## src/rtl/sfs_pkg.sv

```systemverilog
package sfs_pkg;

  typedef enum logic [1:0] {FLD_HDR, FLD_CTL, FLD_PAY} fld_e;

  // Which field a bit position within a frame belongs to.
  function automatic fld_e field_of(int unsigned pos, int unsigned hb, int unsigned cb);
    if (pos < hb)           return FLD_HDR;
    else if (pos < hb + cb) return FLD_CTL;
    else                    return FLD_PAY;
  endfunction

  // Vector index for offset 'off' in a field sent most significant bit first.
  function automatic int unsigned msb_first_idx(int unsigned off, int unsigned width);
    return width - 1 - off;
  endfunction

  // Even frames carry the sync word and odd frames the colour code.
  function automatic logic hdr_uses_sync(int unsigned fidx);
    return (fidx % 2) == 0;
  endfunction

endpackage

```

## src/rtl/sfs_sequencer.sv

```systemverilog
module sfs_sequencer #(
  parameter int FRAME_BITS = 288,
  parameter int NFRAMES    = 4,
  localparam int PW = (FRAME_BITS > 1) ? $clog2(FRAME_BITS) : 1,
  localparam int FW = (NFRAMES > 1) ? $clog2(NFRAMES) : 1
) (
  input  logic          clk,
  input  logic          rst,
  input  logic          start_i,
  output logic          busy_o,
  output logic [PW-1:0] pos_o,
  output logic [FW-1:0] fidx_o,
  output logic          first_o,
  output logic          load_o,
  output logic          done_o
);
  localparam logic [PW-1:0] LAST_POS  = PW'(FRAME_BITS - 1);
  localparam logic [FW-1:0] LAST_FIDX = FW'(NFRAMES - 1);

  logic last_bit, last_frame, end_sf;

  assign last_bit   = busy_o && (pos_o == LAST_POS);
  assign last_frame = (fidx_o == LAST_FIDX);
  assign end_sf     = last_bit && last_frame;
  assign first_o    = !busy_o && start_i;
  assign load_o     = first_o || (last_bit && !last_frame);

  always_ff @(posedge clk) begin
    if (rst) begin
      busy_o <= 1'b0;
      pos_o  <= '0;
      fidx_o <= '0;
      done_o <= 1'b0;
    end else begin
      done_o <= end_sf;
      if (first_o) begin
        busy_o <= 1'b1;
        pos_o  <= '0;
        fidx_o <= '0;
      end else if (busy_o) begin
        if (last_bit) begin
          pos_o <= '0;
          if (last_frame) begin
            busy_o <= 1'b0;
            fidx_o <= '0;
          end else begin
            fidx_o <= fidx_o + 1'b1;
          end
        end else begin
          pos_o <= pos_o + 1'b1;
        end
      end
    end
  end


  frame_advance_chk: assert property (@(posedge clk) disable iff (rst)
    (busy_o && pos_o == LAST_POS && fidx_o != LAST_FIDX)
      |=> (busy_o && pos_o == '0 && fidx_o == $past(fidx_o) + 1'b1));


  start_ignored_chk: assert property (@(posedge clk) disable iff (rst)
    (busy_o && start_i && pos_o != LAST_POS)
      |=> (busy_o && pos_o == $past(pos_o) + 1'b1 && fidx_o == $past(fidx_o)));


  done_pulse_chk: assert property (@(posedge clk) disable iff (rst)
    done_o |-> (!busy_o && $past(busy_o) && $past(fidx_o) == LAST_FIDX));

endmodule

```

## src/rtl/sfs_latch.sv

```systemverilog
module sfs_latch #(
  parameter int HDR_BITS = 24,
  parameter int CTL_BITS = 48,
  parameter int PAY_BITS = 216
) (
  input  logic                clk,
  input  logic                rst,
  input  logic                first_i,
  input  logic                load_i,
  input  logic [HDR_BITS-1:0] colour_i,
  input  logic [CTL_BITS-1:0] ctl_i,
  input  logic [PAY_BITS-1:0] pay_data_i,
  input  logic                pay_valid_i,
  output logic [HDR_BITS-1:0] colour_q,
  output logic [CTL_BITS-1:0] ctl_q,
  output logic [PAY_BITS-1:0] pay_q,
  output logic                underrun_o
);
  logic missing;
  assign missing = load_i && !pay_valid_i;

  always_ff @(posedge clk) begin
    if (rst) begin
      colour_q   <= '0;
      ctl_q      <= '0;
      pay_q      <= '0;
      underrun_o <= 1'b0;
    end else begin
      if (first_i) colour_q <= colour_i;
      if (load_i) begin
        ctl_q <= ctl_i;
        pay_q <= pay_valid_i ? pay_data_i : '0;
      end
      if (first_i)      underrun_o <= missing;
      else if (missing) underrun_o <= 1'b1;
    end
  end


  hold_between_loads_chk: assert property (@(posedge clk) disable iff (rst)
    !load_i |=> ($stable(ctl_q) && $stable(pay_q)));


  zero_fill_chk: assert property (@(posedge clk) disable iff (rst)
    (load_i && !pay_valid_i) |=> (pay_q == '0 && underrun_o));

endmodule

```

## src/rtl/sfs_bitmux.sv

```systemverilog
module sfs_bitmux
  import sfs_pkg::*;
#(
  parameter int HDR_BITS = 24,
  parameter int CTL_BITS = 48,
  parameter int PAY_BITS = 216,
  parameter logic [HDR_BITS-1:0] SYNC_PAT = '0,
  parameter int PW = 9,
  parameter int FW = 2
) (
  input  logic                busy_i,
  input  logic [PW-1:0]       pos_i,
  input  logic [FW-1:0]       fidx_i,
  input  logic [HDR_BITS-1:0] colour_q,
  input  logic [CTL_BITS-1:0] ctl_q,
  input  logic [PAY_BITS-1:0] pay_q,
  output logic                bit_o
);
  localparam int HIW = (HDR_BITS > 1) ? $clog2(HDR_BITS) : 1;
  localparam int CIW = (CTL_BITS > 1) ? $clog2(CTL_BITS) : 1;
  localparam int PIW = (PAY_BITS > 1) ? $clog2(PAY_BITS) : 1;

  logic [HDR_BITS-1:0] hdr_word;
  logic [HIW-1:0]      hidx;
  logic [CIW-1:0]      cidx;
  logic [PIW-1:0]      pidx;
  int unsigned         p;
  fld_e                fld;
  logic                sel_bit;

  assign hdr_word = hdr_uses_sync(32'(fidx_i)) ? SYNC_PAT : colour_q;

  always_comb begin
    p       = 32'(pos_i);
    fld     = field_of(p, HDR_BITS, CTL_BITS);
    hidx    = '0;
    cidx    = '0;
    pidx    = '0;
    sel_bit = 1'b0;
    case (fld)
      FLD_HDR: begin
        hidx    = HIW'(msb_first_idx(p, HDR_BITS));
        sel_bit = hdr_word[hidx];
      end
      FLD_CTL: begin
        cidx    = CIW'(msb_first_idx(p - HDR_BITS, CTL_BITS));
        sel_bit = ctl_q[cidx];
      end
      default: begin
        pidx    = PIW'(p - HDR_BITS - CTL_BITS);
        sel_bit = pay_q[pidx];
      end
    endcase
  end

  assign bit_o = busy_i & sel_bit;

endmodule

```

## src/rtl/sf_voice_serializer.sv

```systemverilog
module sf_voice_serializer #(
  parameter int HDR_BITS = 24,
  parameter int CTL_BITS = 48,
  parameter int PAY_BITS = 216,
  parameter int NFRAMES  = 4,
  parameter logic [HDR_BITS-1:0] SYNC_PAT = 24'hA7_1E_5B,
  localparam int FRAME_BITS = HDR_BITS + CTL_BITS + PAY_BITS,
  localparam int PW = (FRAME_BITS > 1) ? $clog2(FRAME_BITS) : 1,
  localparam int FW = (NFRAMES > 1) ? $clog2(NFRAMES) : 1
) (
  input  logic                clk,
  input  logic                rst,
  input  logic                start_i,
  input  logic [HDR_BITS-1:0] colour_i,
  input  logic [CTL_BITS-1:0] ctl_i,
  input  logic [PAY_BITS-1:0] pay_data_i,
  input  logic                pay_valid_i,
  output logic                pay_ready_o,
  output logic                bit_o,
  output logic                bit_vld_o,
  output logic [FW-1:0]       frame_idx_o,
  output logic                sf_done_o,
  output logic                underrun_o
);
  logic                busy, first, load;
  logic [PW-1:0]       pos;
  logic [HDR_BITS-1:0] colour_q;
  logic [CTL_BITS-1:0] ctl_q;
  logic [PAY_BITS-1:0] pay_q;

  sfs_sequencer #(.FRAME_BITS(FRAME_BITS), .NFRAMES(NFRAMES)) u_seq (
    .clk(clk), .rst(rst), .start_i(start_i),
    .busy_o(busy), .pos_o(pos), .fidx_o(frame_idx_o),
    .first_o(first), .load_o(load), .done_o(sf_done_o)
  );

  sfs_latch #(.HDR_BITS(HDR_BITS), .CTL_BITS(CTL_BITS), .PAY_BITS(PAY_BITS)) u_latch (
    .clk(clk), .rst(rst), .first_i(first), .load_i(load),
    .colour_i(colour_i), .ctl_i(ctl_i), .pay_data_i(pay_data_i),
    .pay_valid_i(pay_valid_i), .colour_q(colour_q), .ctl_q(ctl_q),
    .pay_q(pay_q), .underrun_o(underrun_o)
  );

  sfs_bitmux #(.HDR_BITS(HDR_BITS), .CTL_BITS(CTL_BITS), .PAY_BITS(PAY_BITS),
               .SYNC_PAT(SYNC_PAT), .PW(PW), .FW(FW)) u_mux (
    .busy_i(busy), .pos_i(pos), .fidx_i(frame_idx_o),
    .colour_q(colour_q), .ctl_q(ctl_q), .pay_q(pay_q), .bit_o(bit_o)
  );

  assign pay_ready_o = load;
  assign bit_vld_o   = busy;


  reset_idle_chk: assert property (@(posedge clk)
    rst |=> (!bit_vld_o && !sf_done_o && !underrun_o && frame_idx_o == '0));

endmodule

```

## config.mk

```make
export PLATFORM = sky130hd
export DESIGN_NAME = sf_voice_serializer
export DESIGN_NICKNAME = d
export VERILOG_FILES = /design/src/rtl/sfs_pkg.sv /design/src/rtl/sfs_sequencer.sv /design/src/rtl/sfs_latch.sv /design/src/rtl/sfs_bitmux.sv /design/src/rtl/sf_voice_serializer.sv
export SDC_FILE = /design/constraint.sdc
export NUM_CORES = 1
export LEC_CHECK = 0
export BUFFER_PORTS_ARGS = -buffer_cell sky130_fd_sc_hd__buf_2
export CELL_PAD_IN_SITES_DETAIL_PLACEMENT = 0
export CELL_PAD_IN_SITES_GLOBAL_PLACEMENT = 2
export CORE_AREA = 2 2 208 210
export DETAILED_ROUTE_END_ITERATION = 10
export DIE_AREA = 0 0 210 212
export PLACE_DENSITY = 0.89
export REMOVE_ABC_BUFFERS = 1
export SETUP_SLACK_MARGIN = 0.3
export SYNTH_ARGS = -nofsm -noshare
export SYNTH_HDL_FRONTEND = slang
export SYNTH_HIERARCHICAL = 1
export SYNTH_SLANG_ARGS = --single-unit
```

## constraint.sdc

```tcl
create_clock -name clk -period 3.6 [get_ports clk]
set_input_delay 0 -clock clk [delete_from_list [all_inputs] [get_ports clk]]
set_output_delay 0 -clock clk [all_outputs]
set_load 0.01 [all_outputs]
```

# == Yosys cells after proc, flatten, opt, wreduce, memory -nomap -nowiden ==
# Index checks and enable logic that the tools add are counted.
# op_classes
addsub,6
n_lt_le_gt_ge,5
n_eq_ne,3
n_mux,19
bitwise,1
n_reduce_logical,14
# op_table
operator,count
$mux W216,1
$logic_not A32 Y1,1
$mux W24,1
$add A9 B1 Y9 const B,1
$eq A9 B9 Y1 const B,1
$lt A8 B9 Y1 const B,1
$lt A9 B5 Y1 const B,1
$lt A9 B7 Y1 const B,1
$mux W1,9
$mux W9,1
$bmux W1 S8,1
$sub A8 B5 Y8 const B,1
$sub A8 B6 Y8 const B,1
$lt A6 B7 Y1 const B,1
$bmux W1 S6,1
$lt A5 B6 Y1 const B,1
$mux W2,3
$sub A6 B6 Y6 const A,1
$bmux W1 S5,1
$logic_and A1 B1 Y1,5
$sub A5 B5 Y5 const A,1
$logic_not A1 Y1,3
$add A2 B1 Y2 const B,1
$eq A2 B1 Y1 const B,1
8 further kinds,8
# word_totals
register_bits,302

# == Logic depth before layout (Yosys ltp) ==
# Gate-level depths: netlist of run 1.
# depth
ltp_word,7
ltp_mapped,13
mapped_depth_nobuf,10

# == Modules after synthesis ==
# Netlist of run 1, hierarchy kept.
# modules_own_cells
mod,n_inst,cells_per_inst,area_per_inst_um2
sfs_latch,1,1196,10822.9
sfs_bitmux,1,253,2811.4
sfs_sequencer,1,66,615.6

# == Worst setup path before layout of run 1 ==
# OpenSTA, ideal clock, no wires.
# synth_timing
path_type,reg-to-output
startpoint,register u_seq.pos_o[3]
endpoint,output port bit_o
arrival_ns,2.799
required_ns,3.600
path_slack_ns,0.801
path_stages_with_launch,13
path_buffers,4
cell_sequence,dfxtp_1 -> buf_2 -> clkinv_1 -> ha_1 -> buf_4 -> buf_2 -> buf_4 -> nand2_1 -> o221ai_1 -> xor2_1 -> o2111ai_1 -> a311o_1 -> a21oi_1
# synth_via
elab_chain_cells,6
# synth_rtl
item,line_no,text
start: declaration,sfs_sequencer.sv:11,"output logic [PW-1:0] pos_o,"
start signal: assignment,sfs_sequencer.sv:50,pos_o <= pos_o + 1'b1;
$sub A8 B5 Y8 or $lt A9 B7 Y1 (tied branches),"sfs_bitmux.sv:46, sfs_pkg.sv:8",
$sub A8 B6 Y8 (tied with other cells),sfs_bitmux.sv:50,pidx = PIW'(p - HDR_BITS - CTL_BITS);
$bmux W1 S8 (tied with other cells),sfs_bitmux.sv:51,sel_bit = pay_q[pidx];
$mux W1 (implied by the code) (tied with other cells),sfs_bitmux.sv:51,
$pmux W1 S2 *,sfs_bitmux.sv:40,case (fld)
$and A1 B1 Y1 *,sfs_bitmux.sv:56,assign bit_o = busy_i & sel_bit;
end: declaration,sf_voice_serializer.sv:19,"output logic bit_o,"
# Mark *: on every way between the ends. The rest lies on a longest branch, timed or not. The select of a mux whose other input is x is not followed.

# == Worst setup path after layout of run 1 ==
# layout_timing
startpoint,register u_seq.pos_o[4]
endpoint,output port bit_o
# The elaborated chain is that of the path after synthesis.

==> flow_results.xml, run 1 <==
<?xml version="1.0" encoding="UTF-8"?>
<metrics>
  <group name="worst_setup_path">
    <metric name="timing.critical_path.required" unit="ns">3.60</metric>
    <metric name="timing.critical_path.buf_inv" unit="">3</metric>
    <metric name="cp_data_arrival_time" unit="ns">3.18</metric>
    <metric name="worst-setup-path-type" unit="">reg2out</metric>
    <metric name="timing.critical_path.slowest_stage_cell" unit="">mux4_2</metric>
    <metric name="regToRegSetupSlack" unit="ns">0.75</metric>
    <metric name="worstSetupEndpointType" unit="">output pin</metric>
    <metric name="stage_delay_of_the_slowest_cell_on_the_critical_path" unit="ns">0.54</metric>
    <metric name="path_max_fanout" unit="">13</metric>
    <metric name="timing.critical_path.max_delay_family" unit="">multiplexers</metric>
    <metric name="path_common_cell" unit="">mux4_2</metric>
    <metric name="startpoint_type" unit="">flip-flop</metric>
    <metric name="cell_by_cell_trace_of_the_critical_path" unit="">inv_1 &gt; ha_4 &gt; buf_8 &gt; mux4_2 &gt; mux4_2 &gt; nor2_1 &gt; nor4_1 &gt; nor3_1 &gt; a21oi_2 &gt; buf_2</metric>
  </group>
  <group name="cts">
    <metric name="cts_num_sinks" unit="">302</metric>
    <metric name="clock_tree.buffer_depth" unit="">3</metric>
    <metric name="cts.reportedPaths.clkPinSlew" unit="ns">0.06</metric>
    <metric name="cell_at_the_root_of_the_clock_tree" unit="">clkbuf_16</metric>
    <metric name="tritoncts" unit="">built</metric>
    <metric name="tritoncts.num_buffers" unit="">36</metric>
    <metric name="htreeDepth" unit="">2</metric>
    <metric name="worstSkewPairLatency" unit="ns">0.55</metric>
  </group>
  <group name="final_layout">
    <metric name="layout-area-overhead-vs-synth" unit="%">44.8</metric>
    <metric name="final_area" unit="sq um">20600</metric>
    <metric name="layout.nets" unit="">2365</metric>
    <metric name="multi_input_comb_area" unit="sq um">7490</metric>
    <metric name="finalCoreUtilization" unit="">0.485</metric>
    <metric name="fill_cells" unit="">3866</metric>
    <metric name="layout_commonest_cell" unit="">dlygate4sd3_1</metric>
    <metric name="mostFrequentLayoutCells" unit="">dlygate4sd3_1, dfxtp_1, buf_2, nand3_1, a21oi_1</metric>
    <metric name="seqCellArea" unit="sq um">6060</metric>
    <metric name="layout_cell_share_with_drive_strength_beyond_1" unit="">0.232</metric>
  </group>
  <group name="route">
    <metric name="detailroute.via_count" unit="">13100</metric>
    <metric name="antenna_left" unit="">0</metric>
    <metric name="routedWlPerCell" unit="um">17.7</metric>
    <metric name="drc_errors" unit="">0</metric>
    <metric name="first_iter_violations" unit="">739</metric>
    <metric name="via_per_inst" unit="">4.95</metric>
    <metric name="finalWirelength" unit="mm">46.7</metric>
    <metric name="drt_first_pass_iters" unit="">6</metric>
  </group>
  <group name="sta">
    <metric name="finalHoldViolations" unit="">0</metric>
    <metric name="timing.slew.headroom" unit="">0.475</metric>
    <metric name="timing.final.crit_share" unit="">0.882</metric>
    <metric name="fmax" unit="MHz">315</metric>
    <metric name="worst-slew-pin-transition" unit="ns">0.787</metric>
    <metric name="setup_viol" unit="">0</metric>
    <metric name="setup_slack" unit="ns">0.424</metric>
    <metric name="min_period" unit="ns">3.18</metric>
    <metric name="grt_setup_unrepaired" unit="">no</metric>
    <metric name="worst_slack_on_hold_paths" unit="ns">0.0170</metric>
    <metric name="final-max-slew-violation-count" unit="">0</metric>
    <metric name="setup_tns" unit="ns">0</metric>
    <metric name="final.setup_skew" unit="ns">0.0275</metric>
  </group>
  <group name="job">
    <metric name="number_of_max_capacitance_violations_reported" unit="">0</metric>
  </group>
  <group name="logic_synthesis">
    <metric name="postSynth.topFlopCell" unit="">dfxtp_1</metric>
    <metric name="synth-async-reset-ratio" unit="">0</metric>
    <metric name="syn_area" unit="sq um">14200</metric>
    <metric name="synth-seq-area-share" unit="">0.424</metric>
    <metric name="synth_cell_types" unit="">54</metric>
    <metric name="synth_edf_count" unit="">0</metric>
    <metric name="post_synth_inst_count" unit="">1515</metric>
    <metric name="synthesis.area_per_instance" unit="sq um">9.41</metric>
    <metric name="post_synthesis_register_bit_count" unit="">302</metric>
    <metric name="synth_warnings" unit="">6</metric>
  </group>
  <group name="die">
    <metric name="die_area" unit="sq um">44500</metric>
    <metric name="start_util" unit="">0.335</metric>
    <metric name="chipWidth" unit="um">210</metric>
    <metric name="ioPinCount" unit="">299</metric>
    <metric name="num_rows" unit="">76</metric>
    <metric name="core_region_area" unit="sq um">42500</metric>
    <metric name="chipHeight" unit="um">212</metric>
  </group>
  <group name="power_and_ir_drop">
    <metric name="switching_share" unit="">0.245</metric>
    <metric name="p_leak" unit="nW">7.89</metric>
    <metric name="pwr_density_cell" unit="nW/um^2">409</metric>
    <metric name="power.share.clock" unit="">0.439</metric>
    <metric name="power.ir.vdd_worst" unit="V">0.000264</metric>
    <metric name="combinational_fraction_of_design_power" unit="">0.140</metric>
    <metric name="internal_power" unit="mW">6.37</metric>
    <metric name="power.switching" unit="mW">2.07</metric>
    <metric name="power.sequential.fraction" unit="">0.421</metric>
  </group>
  <group name="placement">
    <metric name="hpwlAfterDp" unit="mm">28.7</metric>
    <metric name="placement.io_buffers" unit="">298</metric>
    <metric name="routabilityCongestion" unit="">0.781</metric>
    <metric name="detailed_place.area" unit="sq um">16100</metric>
    <metric name="placement.setup.worst_slack" unit="ns">0.488</metric>
  </group>
  <group name="global_routing">
    <metric name="global_route_wire_length_before_repair" unit="mm">71.2</metric>
    <metric name="grt_max_degree" unit="">115</metric>
    <metric name="grt_ovf" unit="">0</metric>
    <metric name="antenna_violations_before_repair" unit="">2</metric>
    <metric name="first_global_vias" unit="">13200</metric>
    <metric name="grt_usage" unit="">0.203</metric>
  </group>
  <group name="status">
    <metric name="outcome" unit="">finished clean</metric>
  </group>
  <group name="min_path">
    <metric name="hold_path.class" unit="">in2reg</metric>
  </group>
</metrics>
[flip-flops by register name, summed over array words and instances (netlist names)]
name	cells
u_latch/pay_q	216
u_seq/pos_o	9
u_latch/colour_q	24
u_latch/ctl_q	48
u_seq/fidx_o	2
u_latch/underrun_o	1
u_seq/done_o	1
u_seq/busy_o	1
[what timing repair did]
item                       in CTS  in global routing
gates resized for setup         8                  7
buffers inserted                6                  9
hold endpoints to repair      291                  0
pin swaps                       2                  5
setup endpoints to repair       2                  2
hold buffers                  307                  0
[per-stage QoR]
step	power [mW]	instances
after floorplan	4.40	1372
after global placement	4.51	2253
after detailed placement	4.53	2253
after CTS	8.53	2630
after global routing	8.79	2641
final	8.45	2641
[path summary, 6_finish.rpt]
check,from,cells past startpoint,end
min,pay_valid_i,3,u_latch/pay_q[192]$_SDFFE_PP0P_
max,u_seq/pos_o[4]$_SDFFE_PP0P_,10,bit_o
max reg2reg,u_seq/pos_o[2]$_SDFFE_PP0P_,6,u_latch/pay_q[141]$_SDFFE_PP0P_
min reg2reg,u_latch/pay_q[29]$_SDFFE_PP0P_,2,u_latch/pay_q[29]$_SDFFE_PP0P_
[power by group through the flow]
| stage | Clock, mW | Combinational [mW] | Sequential (mW) |
|---|---|---|---|
| 2_1_floorplan | 0 | 0.759 | 3.64 |
| 3_3_place_gp | 0 | 0.866 | 3.64 |
| 3_5_place_dp | 0 | 0.877 | 3.65 |
| 4_1_cts | 3.80 | 1.16 | 3.57 |
| 5_1_grt | 3.94 | 1.28 | 3.57 |
| 6_report | 3.71 | 1.18 | 3.56 |
[cell usage after synthesis, types with 6 or more instances]
cell | number | area share
buf_1 | 6 | 0.0016
nor3_1 | 7 | 0.0025
a21oi_1 | 229 | 0.080
nand2b_1 | 221 | 0.097
nor2_1 | 83 | 0.022
inv_1 | 8 | 0.0021
nand4_1 | 10 | 0.0044
ha_1 | 6 | 0.0053
a22oi_1 | 11 | 0.0058
nand2_1 | 23 | 0.0061
clkbuf_1 | 60 | 0.016
mux2i_1 | 86 | 0.060
buf_4 | 22 | 0.012
nor2b_1 | 8 | 0.0035
mux4_2 | 54 | 0.085
mux4_1 | 12 | 0.022
dfxtp_1 | 302 | 0.42
buf_2 | 47 | 0.017
mux2_2 | 6 | 0.0047
nand3_1 | 237 | 0.083
o21ai_0 | 7 | 0.0025
[routing by layer]
layer  share of wire  track usage
met2            0.48        0.344
met1            0.46        0.264
met5               0            0
met3           0.033       0.0276
met4           0.028       0.0787
[cell families (layout without fill, tap and decap cells)]
kind of cell | Yosys count | after routing | share of synthesized area
buffers and inverters | 152 | 730 | 0.0556
AND/OR/NAND/NOR | 611 | 611 | 0.231
AO/OA/AOI/OAI | 278 | 278 | 0.106
flip-flops | 302 | 302 | 0.424
XOR/XNOR | 8 | 8 | 0.00492
other | 0 | 2 | 0
adder cells (fa/ha/maj) | 6 | 6 | 0.00527
multiplexers | 158 | 158 | 0.173
[final cells by class]
| class | instances | area share |
|---|---|---|
| inverters | 9 | 0.00164 |
| multi-input cells | 1061 | 0.363 |
| well taps | 546 | 0.0331 |
| flip-flops and latches | 302 | 0.294 |
| diodes | 2 | 0.000243 |
| clock inverters | 10 | 0.00534 |
| repair buffers | 657 | 0.250 |
| clock buffers | 54 | 0.0528 |
[worst register-to-register path, stage by stage, from the launching register on]
cell	delay, ns
dfxtp_2	0.71
nand3_1	0.37
o41ai_2	0.66
buf_12	0.22
nand2b_1	0.11
a21oi_1	0.06
dlygate4sd3_1	0.60
Power figures use the tool's default switching activity.
==> run 2, diff against run 1 <==
--- a/config.mk
+++ b/config.mk
@@ -8,10 +8,10 @@
 export BUFFER_PORTS_ARGS = -buffer_cell sky130_fd_sc_hd__buf_2
 export CELL_PAD_IN_SITES_DETAIL_PLACEMENT = 0
 export CELL_PAD_IN_SITES_GLOBAL_PLACEMENT = 2
-export CORE_AREA = 2 2 208 210
+export CORE_AREA = 2 2 202 204
 export DETAILED_ROUTE_END_ITERATION = 10
-export DIE_AREA = 0 0 210 212
-export PLACE_DENSITY = 0.89
+export DIE_AREA = 0 0 204 206
+export PLACE_DENSITY = 0.93
 export REMOVE_ABC_BUFFERS = 1
 export SETUP_SLACK_MARGIN = 0.3
 export SYNTH_ARGS = -nofsm -noshare
==> constraint.sdc (replaced) <==
create_clock -name clk -period 4.1 [get_ports clk]
set_input_delay 0 -clock clk [delete_from_list [all_inputs] [get_ports clk]]
set_output_delay 0 -clock clk [all_outputs]
set_load 0.01 [all_outputs]
==> flow_results.xml, run 2 (synthesis gave the netlist of run 1 again) <==
<?xml version="1.0" encoding="UTF-8"?>
<metrics>
  <group name="status">
    <metric name="outcome" unit="">finished clean</metric>
  </group>
  <group name="worst_setup_path">
    <metric name="rr_endpoint" unit="">u_latch/ctl_q[0]$_SDFFE_PP0P_</metric>
    <metric name="startpoint_type" unit="">flip-flop</metric>
    <metric name="regToRegSetupSlack" unit="ns">0.57</metric>
    <metric name="worst-setup-path-type" unit="">reg2out</metric>
    <metric name="timing.critical_path.slowest_stage_cell" unit="">dfxtp_2</metric>
    <metric name="timing.critical_path.required" unit="ns">4.10</metric>
    <metric name="path_max_fanout" unit="">18</metric>
    <metric name="cell_by_cell_trace_of_the_critical_path" unit="">clkinv_1 &gt; ha_4 &gt; buf_4 &gt; nor4bb_1 &gt; a31oi_1 &gt; o221ai_1 &gt; xor2_1 &gt; o2111ai_1 &gt; a311o_1 &gt; a21oi_1 &gt; buf_2</metric>
    <metric name="critical_path.reg2reg.startpoint" unit="">u_seq/pos_o[2]$_SDFFE_PP0P_</metric>
    <metric name="ff2ff_path_depth" unit="">7</metric>
    <metric name="worstSetupEndpointType" unit="">output pin</metric>
    <metric name="stage_delay_of_the_slowest_cell_on_the_critical_path" unit="ns">0.46</metric>
    <metric name="cp_data_arrival_time" unit="ns">3.60</metric>
  </group>
  <group name="final_layout">
    <metric name="layout.nets" unit="">2422</metric>
    <metric name="largest_reg_flops" unit="">216</metric>
    <metric name="finalCoreUtilization" unit="">0.524</metric>
    <metric name="mostFrequentLayoutCells" unit="">dlygate4sd3_1, dfxtp_1, buf_2, nand3_1, a21oi_1</metric>
    <metric name="layout_commonest_cell" unit="">dlygate4sd3_1</metric>
    <metric name="largest-register" unit="">u_latch/pay_q</metric>
    <metric name="layout-area-overhead-vs-synth" unit="%">47.7</metric>
    <metric name="largest_registers" unit="">u_latch/pay_q x216, u_latch/ctl_q x48, u_latch/colour_q x24</metric>
    <metric name="final_cells" unit="">2681</metric>
    <metric name="layout_cell_share_with_drive_strength_beyond_1" unit="">0.209</metric>
  </group>
  <group name="route">
    <metric name="via_per_inst" unit="">5.01</metric>
    <metric name="routedWlPerCell" unit="um">17.6</metric>
    <metric name="finalWirelength" unit="mm">47.2</metric>
    <metric name="antenna_left" unit="">0</metric>
    <metric name="detailroute.via_count" unit="">13400</metric>
    <metric name="drt_first_pass_iters" unit="">5</metric>
    <metric name="drc_errors" unit="">0</metric>
    <metric name="first_iter_violations" unit="">819</metric>
  </group>
  <group name="placement">
    <metric name="hpwlAfterDp" unit="mm">27.9</metric>
    <metric name="dp_cells" unit="">2224</metric>
    <metric name="placement.io_buffers" unit="">298</metric>
    <metric name="routabilityCongestion" unit="">0.746</metric>
  </group>
  <group name="sta">
    <metric name="fmax" unit="MHz">278</metric>
    <metric name="worst-slew-pin-transition" unit="ns">0.935</metric>
    <metric name="final-max-slew-violation-count" unit="">0</metric>
    <metric name="min_period" unit="ns">3.60</metric>
    <metric name="timing.slew.headroom" unit="">0.377</metric>
    <metric name="grt_setup_unrepaired" unit="">no</metric>
    <metric name="finalHoldViolations" unit="">0</metric>
    <metric name="setup_tns" unit="ns">0</metric>
    <metric name="setup_viol" unit="">0</metric>
    <metric name="timing.final.crit_share" unit="">0.878</metric>
    <metric name="final.setup_skew" unit="ns">0.0220</metric>
  </group>
  <group name="global_routing">
    <metric name="grt_ovf" unit="">0</metric>
    <metric name="grt_usage" unit="">0.216</metric>
    <metric name="grt_max_degree" unit="">183</metric>
    <metric name="antenna_violations_before_repair" unit="">2</metric>
    <metric name="global_route_wire_length_before_repair" unit="mm">71.8</metric>
    <metric name="first_global_vias" unit="">13400</metric>
  </group>
  <group name="die">
    <metric name="die_area" unit="sq um">42000</metric>
    <metric name="start_util" unit="">0.355</metric>
    <metric name="core_region_area" unit="sq um">40200</metric>
    <metric name="ioPinCount" unit="">299</metric>
    <metric name="num_rows" unit="">74</metric>
    <metric name="chipHeight" unit="um">206</metric>
    <metric name="chipWidth" unit="um">204</metric>
  </group>
  <group name="cts">
    <metric name="tritoncts.num_buffers" unit="">36</metric>
    <metric name="clock_tree.buffer_depth" unit="">3</metric>
    <metric name="cell_at_the_root_of_the_clock_tree" unit="">clkbuf_16</metric>
    <metric name="htreeDepth" unit="">2</metric>
    <metric name="tritoncts" unit="">built</metric>
    <metric name="cts.reportedPaths.clkPinSlew" unit="ns">0.06</metric>
    <metric name="cts_num_sinks" unit="">302</metric>
    <metric name="worstSkewPairLatency" unit="ns">0.54</metric>
  </group>
  <group name="min_path">
    <metric name="worst_hold_path_cells" unit="">3</metric>
    <metric name="worst_hold_path.endpoint" unit="">u_latch/pay_q[193]$_SDFFE_PP0P_</metric>
    <metric name="hold_path_startpoint" unit="">pay_valid_i</metric>
    <metric name="hold_path.class" unit="">in2reg</metric>
  </group>
  <group name="power_and_ir_drop">
    <metric name="pwr_density_cell" unit="nW/um^2">347</metric>
    <metric name="power.ir.vdd_worst" unit="V">0.000252</metric>
    <metric name="p_leak" unit="nW">8.22</metric>
  </group>
  <group name="job">
    <metric name="number_of_max_capacitance_violations_reported" unit="">0</metric>
  </group>
</metrics>
## run 2: cell count changes in the layout (fill, tap and decap cells not counted), sizes merged
cell	change
clkinv	+3
buf	-24
bufinv	-1
diode	-1
dlygate4sd3	+82
inv	-1
clkbuf	-4
## run 2: layer usage
metal,share of wire,global-route usage,wire length (um),vias up
met5,0.00028,0,13,-
met1,0.44,0.279,20900,6442
met4,0.030,0.0885,1420,2
li1,-,-,-,6614
met3,0.035,0.0276,1660,76
met2,0.49,0.365,23200,297
## run 2: report_power, final
part | switching, mW | total (mW) | internal (mW) | leakage, nW
Combinational | 0.462 | 1.07 | 0.604 | 5.19
Clock | 1.28 | 3.11 | 1.83 | 0.560
Sequential | 0.0738 | 3.14 | 3.06 | 2.47
## run 2: cell type report
type / count / area [sq um]
Antenna cell: 1 / 2.50
Clock buffer: 51 / 1040
Clock inverter: 11 / 97.6
Fill cell: 3600 / 19100
Inverter: 9 / 33.8
Multi-Input combinational cell: 1061 / 7430
Sequential cell: 302 / 6060
Tap cell: 532 / 666
Timing Repair Buffer: 714 / 5720
## run 2: what timing repair did
| action | CTS | global route |
|---|---|---|
| hold buffers | 389 | 0 |
| buffers inserted | 0 | 5 |
| endpoints found under the setup margin | 0 | 32 |
| endpoints found under the hold margin | 292 | 0 |
| gates resized for setup | 0 | 1 |
## run 2: worst max-delay path, delay by kind of cell, from the launching register on
| kind | cells | cell delay, ns |
|---|---|---|
| compound gates | 5 | 1.02 |
| xor+xnor | 1 | 0.29 |
| fa+ha+maj | 1 | 0.34 |
| buf+inv | 3 | 0.62 |
| flops | 1 | 0.46 |
| simple gates | 1 | 0.32 |
## run 2: metrics by stage
step	power [mW]	instance area [sq um]	hold WS, ns	setup slack (ns)
3_3_place_gp	3.94	15900	0.235	0.991
4_1_cts	7.37	21000	0.0659	0.343
5_1_grt	7.61	21100	0.113	0.319
3_5_place_dp	3.96	15900	0.241	0.919
6_report	7.31	21100	0.0711	0.499
2_1_floorplan	3.86	13500	0.0691	-32.34
## run 2: worst max path at each step
stage,start,endpoint,slack (ns)
5_1_grt,u_seq/pos_o[2]$_SDFFE_PP0P_,u_latch/ctl_q[0]$_SDFFE_PP0P_,0.32
4_1_cts,u_seq/pos_o[3]$_SDFFE_PP0P_,bit_o,0.34
6_report,u_seq/pos_o[3]$_SDFFE_PP0P_,bit_o,0.50
2_1_floorplan,u_seq/pos_o[0]$_SDFFE_PP0P_,u_latch/ctl_q[0]$_SDFFE_PP0P_,-32.34
3_5_place_dp,u_seq/pos_o[1]$_SDFFE_PP0P_,u_latch/ctl_q[47]$_SDFFE_PP0P_,0.92
3_3_place_gp,u_seq/pos_o[3]$_SDFFE_PP0P_,bit_o,0.99
==> run 3, diff against run 2 <==
--- a/config.mk
+++ b/config.mk
@@ -8,11 +8,10 @@
 export BUFFER_PORTS_ARGS = -buffer_cell sky130_fd_sc_hd__buf_2
 export CELL_PAD_IN_SITES_DETAIL_PLACEMENT = 0
 export CELL_PAD_IN_SITES_GLOBAL_PLACEMENT = 2
-export CORE_AREA = 2 2 202 204
+export CORE_AREA = 2 2 208 210
 export DETAILED_ROUTE_END_ITERATION = 10
-export DIE_AREA = 0 0 204 206
-export PLACE_DENSITY = 0.93
-export REMOVE_ABC_BUFFERS = 1
+export DIE_AREA = 0 0 210 212
+export PLACE_DENSITY = 0.89
 export SETUP_SLACK_MARGIN = 0.3
 export SYNTH_ARGS = -nofsm -noshare
 export SYNTH_HDL_FRONTEND = slang
==> constraint.sdc (replaced) <==
create_clock -name clk -period 3.55 [get_ports clk]
set_input_delay 0.71 -clock clk [delete_from_list [all_inputs] [get_ports clk]]
set_output_delay 0.71 -clock clk [all_outputs]
set_load 0.01 [all_outputs]
==> flow_results.xml, run 3 (synthesis gave the netlist of run 1 again) <==
<?xml version="1.0" encoding="UTF-8"?>
<metrics>
  <group name="status">
    <metric name="outcome" unit="">complete, but fails checks</metric>
    <metric name="violated_checks" unit="">setup timing</metric>
  </group>
  <group name="worst_setup_path">
    <metric name="worst-setup-path-type" unit="">reg2out</metric>
    <metric name="path_max_fanout" unit="">6</metric>
    <metric name="startpoint_type" unit="">flip-flop</metric>
    <metric name="cp_data_arrival_time" unit="ns">3.15</metric>
    <metric name="timing.critical_path.required" unit="ns">2.84</metric>
    <metric name="worstSetupEndpointType" unit="">output pin</metric>
  </group>
  <group name="final_layout">
    <metric name="layout-area-overhead-vs-synth" unit="%">24.5</metric>
    <metric name="largest_reg_flops" unit="">216</metric>
    <metric name="layout_cell_share_with_drive_strength_beyond_1" unit="">0.279</metric>
    <metric name="layout.nets" unit="">2071</metric>
    <metric name="mostFrequentLayoutCells" unit="">dfxtp_1, buf_2, nand3_1, a21oi_1, nand2b_1</metric>
    <metric name="layout_commonest_cell" unit="">dfxtp_1</metric>
    <metric name="final_area" unit="sq um">17700</metric>
    <metric name="largest-register" unit="">u_latch/pay_q</metric>
    <metric name="largest_registers" unit="">u_latch/pay_q x216, u_latch/ctl_q x48, u_latch/colour_q x24</metric>
  </group>
  <group name="power_and_ir_drop">
    <metric name="p_leak" unit="nW">6.66</metric>
    <metric name="power.ir.vdd_worst" unit="V">0.000272</metric>
    <metric name="pwr_density_cell" unit="nW/um^2">457</metric>
  </group>
  <group name="global_routing">
    <metric name="grt_max_degree" unit="">117</metric>
    <metric name="global_route_wire_length_before_repair" unit="mm">67.5</metric>
    <metric name="antenna_violations_before_repair" unit="">2</metric>
    <metric name="first_global_vias" unit="">11800</metric>
    <metric name="grt_usage" unit="">0.195</metric>
    <metric name="grt_ovf" unit="">0</metric>
  </group>
  <group name="sta">
    <metric name="fmax" unit="MHz">259</metric>
    <metric name="grt_setup_unrepaired" unit="">yes</metric>
    <metric name="setup_slack" unit="ns">-0.315</metric>
    <metric name="final-max-slew-violation-count" unit="">0</metric>
    <metric name="finalHoldViolations" unit="">0</metric>
    <metric name="timing.slew.headroom" unit="">0.491</metric>
    <metric name="final.setup_skew" unit="ns">0.0121</metric>
    <metric name="min_period" unit="ns">3.86</metric>
    <metric name="worst-slew-pin-transition" unit="ns">0.763</metric>
    <metric name="setup_viol" unit="">1</metric>
    <metric name="worst_slack_on_hold_paths" unit="ns">0.417</metric>
    <metric name="setup_tns" unit="ns">-0.315</metric>
    <metric name="timing.final.crit_share" unit="">1.09</metric>
  </group>
  <group name="route">
    <metric name="routedWlPerCell" unit="um">18.9</metric>
    <metric name="antenna_left" unit="">0</metric>
    <metric name="drc_errors" unit="">0</metric>
    <metric name="first_iter_violations" unit="">871</metric>
    <metric name="via_per_inst" unit="">5.17</metric>
    <metric name="drt_first_pass_iters" unit="">5</metric>
    <metric name="finalWirelength" unit="mm">44.3</metric>
    <metric name="detailroute.via_count" unit="">12100</metric>
  </group>
  <group name="die">
    <metric name="chipHeight" unit="um">212</metric>
    <metric name="start_util" unit="">0.335</metric>
    <metric name="core_region_area" unit="sq um">42500</metric>
    <metric name="die_area" unit="sq um">44500</metric>
    <metric name="ioPinCount" unit="">299</metric>
    <metric name="num_rows" unit="">76</metric>
    <metric name="chipWidth" unit="um">210</metric>
  </group>
  <group name="placement">
    <metric name="placement.setup.worst_slack" unit="ns">-0.0332</metric>
    <metric name="detailed_place.area" unit="sq um">16200</metric>
    <metric name="placement.io_buffers" unit="">298</metric>
    <metric name="routabilityCongestion" unit="">0.829</metric>
    <metric name="hpwlAfterDp" unit="mm">30.9</metric>
  </group>
  <group name="logic_synthesis">
    <metric name="total_nets_after_synthesis" unit="">1813</metric>
  </group>
  <group name="job">
    <metric name="number_of_max_capacitance_violations_reported" unit="">0</metric>
  </group>
  <group name="cts">
    <metric name="worstSkewPairLatency" unit="ns">0.53</metric>
    <metric name="tritoncts" unit="">built</metric>
    <metric name="clock_tree.buffer_depth" unit="">3</metric>
    <metric name="cts.hold.buffers_added" unit="">0</metric>
    <metric name="tritoncts.num_buffers" unit="">36</metric>
    <metric name="htreeDepth" unit="">2</metric>
    <metric name="cts.reportedPaths.clkPinSlew" unit="ns">0.06</metric>
    <metric name="cell_at_the_root_of_the_clock_tree" unit="">clkbuf_16</metric>
    <metric name="cts_num_sinks" unit="">302</metric>
  </group>
  <group name="min_path">
    <metric name="hold_path.class" unit="">in2reg</metric>
  </group>
</metrics>
run 3: changes by cell type in the layout (fill, tap and decap cells not counted), moves of 3 or more:
cell and change:
dlygate4sd3_1 -389, buf_4 +24, buf_6 +6, buf_12 +5
clkinv_2 +4, clkbuf_1 -3, ha_1 -3, xnor2_1 -3
xnor2_4 +3
run 3: metal layers:
layer,up-vias,global-route usage,wire length (um)
met3,58,0.0383,2840
met2,380,0.304,20000
li1,5913,-,-
met1,5760,0.273,20500
met5,-,0,0
met4,0,0.0570,918
run 3: final timing paths:
path | start | endpoint | slack, ns | depth (start not counted)
worst min-delay path | ctl_i[31] | u_latch/ctl_q[31]$_SDFFE_PP0P_ | 0.42 | 3
worst min register to register | u_latch/pay_q[141]$_SDFFE_PP0P_ | u_latch/pay_q[141]$_SDFFE_PP0P_ | 0.47 | 2
worst max register to register | u_seq/pos_o[1]$_SDFFE_PP0P_ | u_latch/pay_q[149]$_SDFFE_PP0P_ | 0.45 | 13
worst max-delay path | u_seq/pos_o[3]$_SDFFE_PP0P_ | bit_o | -0.31 | 10
run 3: power by group:
group          switching [mW]  internal, mW  total (mW)
clock                    1.43          2.14        3.57
combinational           0.467         0.450       0.918
sequential             0.0869          3.53        3.62
run 3: what timing repair did:
action / in CTS / in global routing
setup endpoints to repair: 2 / 2
cloned: 2 / 1
buffers inserted: 8 / 8
resized for setup: 22 / 8
pin swaps: 8 / 10
run 3: cell type report:
class / instances / area [sq um]
Inverter: 9 / 38.8
Sequential cell: 302 / 6060
Fill cell: 4200 / 24800
Antenna cell: 1 / 2.50
Clock inverter: 12 / 113
Multi-Input combinational cell: 1061 / 7560
Clock buffer: 47 / 1010
Timing Repair Buffer: 363 / 2270
Tap cell: 546 / 683
run 3: metrics by stage:
stage	power, mW	utilization	std cells
after detailed placement	4.59	0.381	2262
after floorplan	4.25	-	1515
final	8.11	0.417	2341
after global placement	4.58	0.381	2262
after CTS	8.21	0.414	2331
after global routing	8.45	0.417	2340
run 3: worst max-delay path, stage by stage, from the launching register on:
cell,delay (ns)
dfxtp_4,0.39
clkinv_4,0.07
ha_4,0.28
nor4bb_1,0.31
a31oi_1,0.07
o221ai_1,0.22
xor2_1,0.32
o2111ai_1,0.16
a311o_1,0.39
a21oi_2,0.25
buf_2,0.18
